[config.mk]
export PLATFORM = sky130hd
export DESIGN_NAME = txctx_tracker
export DESIGN_NICKNAME = d
export VERILOG_FILES = /design/src/rtl/txctx_pkg.sv /design/src/rtl/txctx_ctrl.sv /design/src/rtl/txctx_datapath.sv /design/src/rtl/txctx_tracker.sv
export SDC_FILE = /design/constraint.sdc
export NUM_CORES = 1
export LEC_CHECK = 0
export CAP_MARGIN = 20
export CORE_MARGIN = 2
export CORE_UTILIZATION = 38
export DETAILED_ROUTE_END_ITERATION = 10
export DONT_BUFFER_PORTS = 1
export GPL_TIMING_DRIVEN = 0
export HOLD_SLACK_MARGIN = 0.1
export REMOVE_ABC_BUFFERS = 1
export SYNTH_ARGS = -nofsm -noshare
export SYNTH_HDL_FRONTEND = slang
export SYNTH_HIERARCHICAL = 1
export SYNTH_SLANG_ARGS = --single-unit
[constraint.sdc]
create_clock -name clk -period 3.5 [get_ports clk]
set_input_delay 0.7 -clock clk [delete_from_list [all_inputs] [get_ports clk]]
set_output_delay 0.7 -clock clk [all_outputs]
set_load 0.02 [all_outputs]
[src/rtl/txctx_pkg.sv]
package txctx_pkg;

  typedef enum logic [1:0] {
    KIND_CTX    = 2'b00,
    KIND_LEGACY = 2'b01,
    KIND_EXT    = 2'b10,
    KIND_SEG    = 2'b11
  } descKind_t;

  localparam int ERR_W       = 3;
  localparam int ERR_CTX_MID = 0;
  localparam int ERR_MIX     = 1;
  localparam int ERR_NO_CTX  = 2;
  localparam int NUM_STORES  = 2;
  localparam int STORE_EXT   = 0;
  localparam int STORE_SEG   = 1;

  typedef struct packed {
    logic [NUM_STORES-1:0] wrStore;
    logic                  emit;
    descKind_t             emitMode;
    logic [ERR_W-1:0]      errSet;
  } ctrlStrobe_t;

endpackage

[src/rtl/txctx_ctrl.sv]
module txctx_ctrl
  import txctx_pkg::*;
(
  input  logic                  clk,
  input  logic                  rst_n,
  input  logic                  descValid,
  input  descKind_t             descKind,
  input  logic                  descSel,
  input  logic                  descEop,
  input  logic [NUM_STORES-1:0] storeValid,
  output ctrlStrobe_t           strobe,
  output logic [ERR_W-1:0]      errFlags
);

  logic      inPacket;
  descKind_t pktMode;
  logic      needCtx;

  always_comb begin
    strobe  = '0;
    needCtx = 1'b0;
    if (descValid) begin
      if (descKind == KIND_CTX) begin
        if (inPacket) begin
          strobe.errSet[ERR_CTX_MID] = 1'b1;
        end else if (descSel) begin
          strobe.wrStore[STORE_SEG] = 1'b1;
        end else begin
          strobe.wrStore[STORE_EXT] = 1'b1;
        end
      end else begin
        strobe.emit = 1'b1;
        if (!inPacket) begin
          strobe.emitMode = descKind;
          needCtx = ((descKind == KIND_EXT) && !storeValid[STORE_EXT]) ||
                    ((descKind == KIND_SEG) && !storeValid[STORE_SEG]);
          strobe.errSet[ERR_NO_CTX] = needCtx;
        end else begin
          strobe.emitMode = pktMode;
          strobe.errSet[ERR_MIX] = (descKind != pktMode);
        end
      end
    end
  end

  always_ff @(posedge clk) begin
    if (!rst_n) begin
      inPacket <= 1'b0;
      pktMode  <= KIND_LEGACY;
      errFlags <= '0;
    end else begin
      errFlags <= errFlags | strobe.errSet;
      if (strobe.emit) begin
        inPacket <= !descEop;
        if (!inPacket) pktMode <= descKind;
      end
    end
  end

  // no context store may be written while a packet is open
  p_no_write_midpkt_r6: assert property (@(posedge clk) disable iff (!rst_n)
    inPacket |-> (strobe.wrStore == '0));

  // at most one store is written per cycle
  p_single_store_r3: assert property (@(posedge clk) disable iff (!rst_n)
    $onehot0(strobe.wrStore));

  // error bits never clear outside reset
  p_sticky_r10: assert property (@(posedge clk) disable iff (!rst_n)
    1'b1 |=> ((errFlags & $past(errFlags)) == $past(errFlags)));

  // an open packet only arises from a data descriptor without end-of-packet
  p_open_needs_data_r8: assert property (@(posedge clk) disable iff (!rst_n)
    $rose(inPacket) |-> $past(strobe.emit && !descEop));

endmodule

[src/rtl/txctx_datapath.sv]
module txctx_datapath
  import txctx_pkg::*;
#(
  parameter int CTX_W = 32
) (
  input  logic                  clk,
  input  logic                  rst_n,
  input  ctrlStrobe_t           strobe,
  input  logic [CTX_W-1:0]      descFields,
  output logic [NUM_STORES-1:0] storeValid,
  output logic                  outValid,
  output descKind_t             outMode,
  output logic [CTX_W-1:0]      outCtx,
  output logic                  ctxChange
);

  logic [CTX_W-1:0] storeData [NUM_STORES];
  logic [CTX_W-1:0] selCtx;

  for (genvar g = 0; g < NUM_STORES; g++) begin : gStore
    always_ff @(posedge clk) begin
      if (!rst_n) begin
        storeData[g]  <= '0;
        storeValid[g] <= 1'b0;
      end else if (strobe.wrStore[g]) begin
        storeData[g]  <= descFields;
        storeValid[g] <= 1'b1;
      end
    end

    // a store holds its value whenever it is not written
    p_store_hold_r4: assert property (@(posedge clk) disable iff (!rst_n)
      !strobe.wrStore[g] |=> $stable(storeData[g]));
  end

  always_comb begin
    unique case (strobe.emitMode)
      KIND_EXT: selCtx = storeData[STORE_EXT];
      KIND_SEG: selCtx = storeData[STORE_SEG];
      default:  selCtx = '0;
    endcase
  end

  always_ff @(posedge clk) begin
    if (!rst_n) begin
      outValid  <= 1'b0;
      outMode   <= KIND_CTX;
      outCtx    <= '0;
      ctxChange <= 1'b0;
    end else begin
      outValid  <= strobe.emit;
      outMode   <= strobe.emit ? strobe.emitMode : KIND_CTX;
      outCtx    <= strobe.emit ? selCtx : '0;
      ctxChange <= |strobe.wrStore;
    end
  end

  // a context pulse never coincides with an emitted data descriptor
  p_chg_exclusive_r5: assert property (@(posedge clk) disable iff (!rst_n)
    ctxChange |-> !outValid);

  // legacy descriptors carry no context
  p_legacy_zero_r3: assert property (@(posedge clk) disable iff (!rst_n)
    (outValid && outMode == KIND_LEGACY) |-> (outCtx == '0));

  // emitted descriptors always carry a data mode
  p_mode_data_r2: assert property (@(posedge clk) disable iff (!rst_n)
    outValid |-> (outMode != KIND_CTX));

endmodule

[src/rtl/txctx_tracker.sv]
module txctx_tracker
  import txctx_pkg::*;
#(
  parameter int CTX_W = 32
) (
  input  logic             clk,
  input  logic             rst_n,
  input  logic             descValid,
  input  logic [1:0]       descKind,
  input  logic             descSel,
  input  logic             descEop,
  input  logic [CTX_W-1:0] descFields,
  output logic             outValid,
  output logic [1:0]       outMode,
  output logic [CTX_W-1:0] outCtx,
  output logic             ctxChange,
  output logic [ERR_W-1:0] errFlags
);

  ctrlStrobe_t           strobe;
  logic [NUM_STORES-1:0] storeValid;
  descKind_t             modeOut;

  txctx_ctrl u_ctrl (
    .clk        (clk),
    .rst_n      (rst_n),
    .descValid  (descValid),
    .descKind   (descKind_t'(descKind)),
    .descSel    (descSel),
    .descEop    (descEop),
    .storeValid (storeValid),
    .strobe     (strobe),
    .errFlags   (errFlags)
  );

  txctx_datapath #(.CTX_W(CTX_W)) u_dp (
    .clk        (clk),
    .rst_n      (rst_n),
    .strobe     (strobe),
    .descFields (descFields),
    .storeValid (storeValid),
    .outValid   (outValid),
    .outMode    (modeOut),
    .outCtx     (outCtx),
    .ctxChange  (ctxChange)
  );

  assign outMode = modeOut;

endmodule

* Word level (Yosys, flattened, before mapping)
Memory sizes are Yosys's and may differ from the RTL's.
Cells that the tools add are included.
** Word-level totals
- Register bits after elaboration :: 44
- Bits in writable memories :: 64
- Bits of input ports :: 39
- Memories kept :: 1
** Memories
- u_dp.storeData :: words 2, bits a word 32, read ports 2, clocked after memory_dff 0, wr ports 2, line txctx_datapath.sv:17 : logic [CTX_W-1:0] storeData [NUM_STORES];
** Operators by class
- Equal/unequal tests :: 5
- Mux-type cells :: 21
- Bitwise gates (word level) :: 3
- Reductions and logical operators :: 9
** Operators with widths (number)
- 2-to-1 mux 32 bit :: 2
- case mux 32 bit (2 select lines) :: 1
- 2-to-1 mux 1 bit :: 13
- == test 2 bit, second input constant :: 4
- 2-to-1 mux 8 bit :: 1
- 2-to-1 mux 2 bit :: 3
- 2-to-1 mux 5 bit :: 1
- zero test 1 bit :: 3
- bitwise OR 3 bit :: 1
- logical AND 1 bit :: 2
- zero test 2 bit :: 1
- != test 2 bit :: 1
- bitwise OR 1 bit :: 2
- AND reduction 2 bit :: 1
- OR reduction 2 bit :: 1
- logical OR 1 bit :: 1

* Depth between registers and ports, before layout
Gate-level depths: netlist of the first run.
- Word-level depth :: 10
- Depth in mapped cells :: 7
- Depth with buffers taken out :: 4

* Hierarchy
Netlist of the first run, hierarchy kept.
** Modules (own cells, without submodules)
- txctx_datapath :: times used 1, cells each 260, area an instance 3769.9 um2
- txctx_ctrl :: times used 1, cells each 44, area an instance 384.1 um2

* Least setup slack after synthesis of the first run
Ideal clock, no wire load.
- Kind :: input port to flip-flop
- Start point :: input descKind[0]
- End point :: memory u_dp.storeData[0][0] (enable)
- Library setup time :: 394 ps
- Arrival :: 2351 ps
- Required time :: 3106 ps
- Slack :: 755 ps
- Cell stages on the path :: 3
- Path through :: buf_2 -> nor4_1 -> nand2b_1
** RTL lines
- start: declaration :: line txctx_tracker.sv:9 : input logic [1:0] descKind,
- end: declaration :: line txctx_datapath.sv:17

==> metrics, run 1 <==
area occupied by registers=2800 um2; status=completed; Slew HR=39.4%; Final period util=80.9%; Most Crowded Layer GR=met2; Crit. Startpoint=u_ctrl/inPacket$_SDFFE_PN0P_; pre-CTS WS=414 ps; CP max stage cell=nor4b_4; die area=11800 um2; min cycle time layout=2830 ps; Post-Synthesis Cell Area=4140 um2; first-pass detailed-route iteration total=4; Critical Path RT=3500 ps; Area after DPL=4210 um2; Post CTS Setup Buffer Count=0; Worst-Margin Slew=908 ps; nature of the critical path endpoint=flip-flop; clk sink count=108; fillcell total=1022; post-synthesis average cell area=13.7 um2; worst skew pair latency=370 ps; FMAX=0.353 GHz; GRT overflow=0; Setup WS post-layout=668 ps; cts bufs inserted=9; Port Buffer Count=0; final core utilization=41.4%; share of layout cells above drive strength 1=11.4%; Crit Path Max Fanout=32; initial drt markers=133; VDD IR max=0.225 mV; Cells after Synth=302; DP HPWL=4490 um; first-pass GRT wire length=11800 um; crit-path cells=nand2b_1 -> nor4b_4 -> buf_6 -> nand2b_2; Final Non-Filler Cells=439; pin count of the biggest net entering global routing=81; Hold Crit Start=rst_n; Global Route Usage Sum=13.6%; cell family with most CP delay=simple AND/OR/NAND/NOR gates; vias in the first global route=2237; Avg WL per Cell=17.4 um; maximum single-stage delay on the critical path=780 ps; Data arrival, critical path=2830 ps; clk slew on worst S/H paths=90 ps; clk buf depth=2; Synth Warn #=6; DR vias/cell=5.01; RSZ-0062 raised after global routing=no; H-tree depth=3; total power=0.00237 W; GR Util met2=21.9%; post-CTS sizing=0; Pleak=1.83 nW; area occupied by multi-input gates=1160 um2; initial core utilization=38.6%; Die Y-Extent=108 um; Startpoint Class=flip-flop; diode count=0; P per Cell Area=532 nW/um2; Cells after DPL=423; final setup vio count=0; initial antenna violation count=0; root buffer cell=clkbuf_8; worst path buffer plus inverter count=1; max cap viols=0; core footprint=10700 um2; Final Skew=10.6 ps; routability cong.=0.649; # nets final=333; met3 Use GR=4.88%; Die W=108 um; design area=4450 um2; routed vias=2201; Area Growth Syn to Fin=7.28%; final number of max-transition violations=0; kind of critical path=flip-flop to flip-flop; RR Startpoint=u_ctrl/inPacket$_SDFFE_PN0P_; Hold Path Class=input port to flip-flop; standard-cell rows=38; CTS tree=built; Antenna Nets Post-Route=0; Final Hold Violating Endpoints=0; io pins=78; GRT met1 Usage=16.4%; hold buffers post-CTS=0; Routed WL=7630 um; drt drc=0
[worst paths after layout]
kind	to	slack (ps)	depth (start not counted)
worst max-delay path	u_dp/storeData[1][10]$_SDFFCE_PN0P_	670	4
worst min-delay path	u_ctrl/pktMode[0]$_SDFFE_PN1P_	430	1
worst max register to register	u_dp/storeData[1][10]$_SDFFCE_PN0P_	670	4
worst min register to register	u_dp/storeValid[0]$_SDFFE_PN0P_	470	1
[through the flow]
stage | setup TNS (ps) | hold WS (ps)
finish | 0 | 428
global route | 0 | 413
CTS | 0 | 395
detailed placement | 0 | 446
global placement | -240850 | 440
floorplan | -8250 | 433
[report_power, final]
group | switching (W) | internal, W
combinational | 0.0000624 | 0.0000438
clock | 0.000435 | 0.000415
sequential | 0.0000232 | 0.00139
total | 0.000521 | 0.00185
[layout by cell type, fill, tap and decap left out, drive strengths merged, types with 2 or more instances in the layout]
cell type and count:
dfxtp 44, nand3b 2, and3 65, edfxtp 64
nor2b 3, bufinv 2, nand2b 3, o21a 5
clkinv 2, nand3 3, inv 6, nand2 4
nor2 34, buf 5, mux2i 34, clkbuf 9
o21ai 4
[flip-flops by register name, summed over array words and instances (netlist names)]
signal	count
u_dp/outCtx	32
u_ctrl/errFlags	3
u_dp/ctxChange	1
u_ctrl/inPacket	1
u_ctrl/pktMode	2
u_dp/outMode	2
u_dp/outValid	1
u_dp/storeValid	2
u_dp/storeData	64
[area by class of cell]
type                    instances  area share [%]
flip-flops and latches        108            63.0
multi-input cells             166            26.1
well taps                     140            3.94
clock buffers                   9            2.79
clock inverters                 7            2.42
repair buffers                  5            1.38
inverters                       4           0.338
[layer usage]
metal	routed length (um)	share of wire [%]
met4	133	1.7
met2	3590	47
met3	587	7.7
met5	0	0
met1	3320	43
[worst register-to-register path, delay by kind of cell (launching register included)]
kind	cells	cell delay [ps]
flops	1	420
simple gates	3	1760
buf+inv	1	280
Note: power is estimated with default switching activity, not from simulation.
==> inputs of run 2 (changes only) <==
==> constraint.sdc (replaced) <==
create_clock -name clk -period 2.5 [get_ports clk]
set_input_delay 0.5 -clock clk [delete_from_list [all_inputs] [get_ports clk]]
set_output_delay 0.5 -clock clk [all_outputs]
set_load 0.02 [all_outputs]
==> run 2 against run 1 <==
Effect of this change:
- sequential cell count unchanged
- design area increased by 0.39%
- critical endpoint is now u_dp/storeData[0][16]$_SDFFCE_PN0P_
- wire length increased by 0.51%
- largest cell class unchanged
==> metrics, run 2 (synthesis results as in run 1) <==
TNS Setup=0 ps (unchanged); min cycle time layout=2290 ps (was 2830 ps); hold buffers post-CTS=0 (unchanged); RSZ-0062 raised after global routing=no (unchanged); Global Route Usage Sum=13.6% (about the same); CTS tree=built (unchanged); Final period util=91.5% (was 80.9%); routed vias=2212 (was 2201); clk sink count=108 (unchanged); kind of critical path=flip-flop to flip-flop (unchanged); Worst Reg-to-Reg Cells=4 (unchanged); commonest cells after routing, fill and taps aside=and3_1, edfxtp_1, dfxtp_1 (unchanged); largest registers=u_dp/storeData (64), u_dp/outCtx (32), u_ctrl/errFlags (3) (unchanged); final number of max-transition violations=0 (unchanged); diode count=0 (unchanged); Pleak=1.84 nW (was 1.83 nW); GRT met1 Usage=16.4% (about the same); share of layout cells above drive strength 1=11.7% (was 11.4%); Slew HR=41.9% (was 39.4%); Data arrival, critical path=2300 ps (was 2830 ps); clk buf depth=2 (unchanged); met3 Use GR=4.88% (unchanged); # nets final=334 (was 333); H-tree depth=3 (unchanged); FMAX=0.437 GHz (was 0.353 GHz); GR Util met2=22.0% (was 21.9%); worst skew pair latency=370 ps (about the same); Die W=108 um (unchanged); Critical Path RT=2510 ps (was 3500 ps); vias in the first global route=2241 (was 2237); Most Crowded Layer GR=met2 (unchanged); initial drt markers=129 (was 133); GRT overflow=0 (unchanged); Cells after DPL=423 (unchanged); Area Growth Syn to Fin=7.70% (was 7.28%); die area=11800 um2 (unchanged); Antenna Nets Post-Route=0 (unchanged); final setup vio count=0 (unchanged); P per Cell Area=742 nW/um2 (was 532 nW/um2); nature of the critical path endpoint=flip-flop (unchanged); Hold Path Class=input port to flip-flop (unchanged); max cap viols=0 (unchanged); DP HPWL=4490 um (unchanged); Final Non-Filler Cells=440 (was 439); pin count of the biggest net entering global routing=81 (unchanged); DR vias/cell=5.03 (was 5.01); status=completed (unchanged); worst hold slack=230 ps (was 428 ps); Final Hold Violating Endpoints=0 (unchanged); initial antenna violation count=0 (unchanged); first-pass detailed-route iteration total=4 (unchanged); routability cong.=0.649 (unchanged); Port Buffer Count=0 (unchanged); clk slew on worst S/H paths=100 ps (was 90 ps); root buffer cell=clkbuf_8 (unchanged); register-to-register setup slack=210 ps (was 670 ps); total power=0.00331 W (was 0.00237 W); Reg-to-Reg End=u_dp/storeData[0][16]$_SDFFCE_PN0P_ (was u_dp/storeData[1][10]$_SDFFCE_PN0P_); first-pass GRT wire length=11900 um (was 11800 um); crit path capture=u_dp/storeData[0][16]$_SDFFCE_PN0P_ (was u_dp/storeData[1][10]$_SDFFCE_PN0P_); cts bufs inserted=9 (unchanged); Routed WL=7670 um (was 7630 um); VDD IR max=0.316 mV (was 0.225 mV); initial core utilization=38.6% (unchanged); Final Skew=9.64 ps (was 10.6 ps); Crit. Startpoint=u_ctrl/inPacket$_SDFFE_PN0P_ (unchanged); Startpoint Class=flip-flop (unchanged); Avg WL per Cell=17.4 um (about the same); standard-cell rows=38 (unchanged); Die Y-Extent=108 um (unchanged); RR Startpoint=u_ctrl/inPacket$_SDFFE_PN0P_ (unchanged); commonest non-fill, non-tap cell in the layout=and3_1 (unchanged); io pins=78 (unchanged); Worst-Margin Slew=869 ps (was 908 ps); max FFs per register=64 (unchanged); Most flops, register=u_dp/storeData (unchanged); core footprint=10700 um2 (unchanged); drt drc=0 (unchanged); Crit Path Max Fanout=32 (unchanged)
[run 2: cell types whose count changed in the layout (fill, tap and decap cells not counted), sizes merged]
cell,delta
buf,+1
[run 2: layer usage]
metal  up-vias  wire length, um  share of wire [%]
li1       1066                -                  -
met1      1074             3330                 43
met2        62             3620                 47
met3        10              589                7.7
met4         0              133                1.7
met5         -                0                  0
[run 2: how the worst min path moves through the flow]
stage | end | depth (start not counted) | from | slack, ps
6_report | u_ctrl/pktMode[0]$_SDFFE_PN1P_ | 1 | rst_n | 230
4_1_cts | u_ctrl/pktMode[0]$_SDFFE_PN1P_ | 1 | rst_n | 190
3_5_place_dp | u_dp/storeValid[0]$_SDFFE_PN0P_ | 1 | u_dp/storeValid[0]$_SDFFE_PN0P_ | 450
5_1_grt | u_ctrl/pktMode[0]$_SDFFE_PN1P_ | 1 | rst_n | 210
2_1_floorplan | u_dp/storeValid[0]$_SDFFE_PN0P_ | 1 | u_dp/storeValid[0]$_SDFFE_PN0P_ | 430
3_3_place_gp | u_dp/storeValid[0]$_SDFFE_PN0P_ | 1 | u_dp/storeValid[0]$_SDFFE_PN0P_ | 440
[run 2: report_power, final]
part / leakage (nW) / switching, W / internal [W]
Clock: 0.113 / 0.000606 / 0.000581
Combinational: 0.696 / 0.0000879 / 0.0000629
Sequential: 1.03 / 0.0000325 / 0.00194
Total: 1.84 / 0.000726 / 0.00258
[run 2: final cells by class]
type	instances	area, um2
Inverter	4	15.0
Fill cell	1020	6280
Clock inverter	7	108
Multi-Input combinational cell	166	1170
Sequential cell	108	2800
Tap cell	140	175
Timing Repair Buffer	6	68.8
Clock buffer	9	124
[run 2: worst max-delay path, stage by stage, from the launching register on]
cell,delay [ps]
dfxtp_1,420
nand2b_1,240
nor4_2,490
buf_4,290
nand2b_4,470
[run 2: through the flow]
stage | setup slack, ps | utilization, % | instance area, um2
after floorplan | -1060 | - | 3950
after global placement | -3930 | 38.4 | 4130
after detailed placement | -426 | 39.2 | 4210
after CTS | 201 | 41.5 | 4460
after global routing | 31.8 | 41.5 | 4460
final | 213 | 41.5 | 4460
[run 2: timing repair]
| action | in CTS | in global routing |
|---|---|---|
| setup buffers | 1 | 0 |
| setup endpoints to repair | 64 | 0 |
| gates resized for setup | 2 | 0 |
==> inputs of run 3 (changes only) <==
--- a/config.mk
+++ b/config.mk
@@ -6,7 +6,7 @@
 export NUM_CORES = 1
 export LEC_CHECK = 0
 export CAP_MARGIN = 20
-export CORE_MARGIN = 2
+export CORE_MARGIN = 10
 export CORE_UTILIZATION = 38
 export DETAILED_ROUTE_END_ITERATION = 10
 export DONT_BUFFER_PORTS = 1
@@ -17,3 +17,4 @@
 export SYNTH_HDL_FRONTEND = slang
 export SYNTH_HIERARCHICAL = 1
 export SYNTH_SLANG_ARGS = --single-unit
+export TNS_END_PERCENT = 5
==> run 3 against run 2 <==
Effect of this change:
- die area is 32% higher
- critical path depth shrank 1
- via count rose by 1.9%
- final cell count up 0.23%
- sequential power barely moved
- largest cell class unchanged
- highest routed layer unchanged
==> metrics, run 3 (synthesis results as in run 1) <==
Antenna Nets Post-Route=0 (unchanged); clk slew on worst S/H paths=90 ps (was 100 ps); Cells after DPL=424 (was 423); Setup WS post-layout=439 ps (was 213 ps); commonest cells after routing, fill and taps aside=and3_1, edfxtp_1, dfxtp_1 (unchanged); DR vias/cell=5.11 (was 5.03); Min-Delay Path Depth=1 (unchanged); register-to-register setup slack=440 ps (was 210 ps); VDD IR max=0.287 mV (was 0.316 mV); initial drt markers=117 (was 129); Port Buffer Count=0 (unchanged); vias in the first global route=2369 (was 2241); clk buf depth=2 (unchanged); cell family with most CP delay=simple AND/OR/NAND/NOR gates (unchanged); design area=4470 um2 (was 4460 um2); initial antenna violation count=0 (unchanged); Most flops, register=u_dp/storeData (unchanged); Die W=124 um (was 108 um); RR Startpoint=u_ctrl/inPacket$_SDFFE_PN0P_ (unchanged); Slew HR=46.2% (was 41.9%); status=completed (unchanged); io pins=78 (unchanged); worst skew pair latency=360 ps (was 370 ps); crit-path cells=nand2b_1 -> nor4_2 -> nand2b_4 (was nand2b_1 -> nor4_2 -> buf_4 -> nand2b_4); CP max stage cell=nand2b_4 (was nor4_2); Reg-to-Reg End=u_dp/storeData[0][4]$_SDFFCE_PN0P_ (was u_dp/storeData[0][16]$_SDFFCE_PN0P_); root buffer cell=clkbuf_8 (unchanged); maximum single-stage delay on the critical path=550 ps (was 490 ps); pre-CTS WS=-230 ps (was -426 ps); GRT overflow=0 (unchanged); core footprint=10700 um2 (unchanged); routability cong.=0.655 (was 0.649); commonest non-fill, non-tap cell in the layout=and3_1 (unchanged); pin count of the biggest net entering global routing=81 (unchanged); first-pass GRT wire length=13200 um (was 11900 um); final setup vio count=0 (unchanged); standard-cell rows=38 (unchanged); Hold Crit Start=rst_n (unchanged); share of layout cells above drive strength 1=11.6% (was 11.7%); Global Route Usage Sum=10.8% (was 13.6%); cts bufs inserted=9 (unchanged); wire length on met2=4010 um (was 3620 um); clk sink count=108 (unchanged); Critical Path RT=2510 ps (about the same); FMAX=0.485 GHz (was 0.437 GHz); Hold Path Class=input port to flip-flop (unchanged); initial core utilization=38.6% (unchanged); max cap viols=0 (unchanged); Worst Reg-to-Reg Cells=3 (was 4); Die Y-Extent=124 um (was 108 um); Final period util=82.5% (was 91.5%); WHS Endpoint=u_ctrl/pktMode[0]$_SDFFE_PN1P_ (unchanged); Routed WL=8300 um (was 7670 um); Final Skew=10.3 ps (was 9.64 ps); Final Hold Violating Endpoints=0 (unchanged); routed vias=2254 (was 2212); final number of max-transition violations=0 (unchanged); kind of critical path=flip-flop to flip-flop (unchanged); Area Growth Syn to Fin=7.88% (was 7.70%); min cycle time layout=2060 ps (was 2290 ps); # nets final=335 (was 334); Pleak=1.84 nW (about the same); P per Cell Area=739 nW/um2 (was 742 nW/um2); first-pass detailed-route iteration total=4 (unchanged); largest registers=u_dp/storeData (64), u_dp/outCtx (32), u_ctrl/errFlags (3) (unchanged); DP HPWL=5240 um (was 4490 um); Top Metal Used=met4 (unchanged); Startpoint Class=flip-flop (unchanged); DR WL met3=760 um (was 589 um); Data arrival, critical path=2070 ps (was 2300 ps); Avg WL per Cell=18.8 um (was 17.4 um); diode count=0 (unchanged); Final Non-Filler Cells=441 (was 440); RSZ-0062 raised after global routing=no (unchanged); worst path buffer plus inverter count=0 (was 1); CTS tree=built (unchanged); Area after DPL=4230 um2 (was 4210 um2); max FFs per register=64 (unchanged); Routed met1 length=3450 um (was 3330 um); Crit Path Max Fanout=32 (unchanged); Crit. Startpoint=u_ctrl/inPacket$_SDFFE_PN0P_ (unchanged); H-tree depth=3 (unchanged); nature of the critical path endpoint=flip-flop (unchanged); Worst-Margin Slew=805 ps (was 869 ps); die area=15500 um2 (was 11800 um2); drt drc=0 (unchanged)
==> run 3: changes by cell type in the layout (fill, tap and decap cells not counted), sizes merged <==
| cell | delta |
|---|---|
| clkbuf | +2 |
| buf | +1 |
| clkinv | -1 |
| clkinvlp | -1 |
==> run 3: worst max path at each step <==
stage / endpoint / cells past startpoint
after global placement: u_dp/storeData[0][1]$_SDFFCE_PN0P_ / 2
final: u_dp/storeData[0][4]$_SDFFCE_PN0P_ / 3
after detailed placement: u_dp/storeData[1][10]$_SDFFCE_PN0P_ / 4
after CTS: u_dp/storeData[1][20]$_SDFFCE_PN0P_ / 4
after global routing: u_dp/storeData[0][3]$_SDFFCE_PN0P_ / 3
after floorplan: u_dp/storeData[0][0]$_SDFFCE_PN0P_ / 2
==> run 3: final cells by class <==
cell class,instances,area [um2]
sequential,108,2800
clock buffer,11,141
tap,140,175
clock inverter,5,82.6
fill,1035,6270
multi-input combinational,166,1170
inverter,4,15.0
timing repair buffer,7,83.8
==> run 3: repair_timing <==
item / in CTS / in global routing
buffers inserted: 0 / 1
gates resized for setup: 1 / 1
hold buffers: 0 / 0
setup endpoints to repair: 32 / 64
pin swaps: 0 / 1
==> run 3: layer usage <==
metal	vias up	GRT usage [%]
li1	1071	-
met1	1114	12.1
met2	58	17.2
met3	11	5.79
met4	0	3.50
met5	-	0
==> run 3: per-stage QoR <==
stage	TNS, ps	power (W)	util [%]	hold WS, ps
3_5_place_dp	-7290	0.00217	39.4	448
6_report	0	0.00330	41.6	223
3_3_place_gp	-387900	0.00216	38.4	441
5_1_grt	0	0.00344	41.6	201
4_1_cts	0	0.00335	41.5	194
2_1_floorplan	-70260	0.00212	-	433
==> run 3: where the power goes <==
group	internal, W	switching, W	total (W)	leakage (nW)
logic	0.0000639	0.0000873	0.000151	0.704
clock network	0.000599	0.000581	0.00118	0.114
registers	0.00194	0.0000329	0.00197	1.03
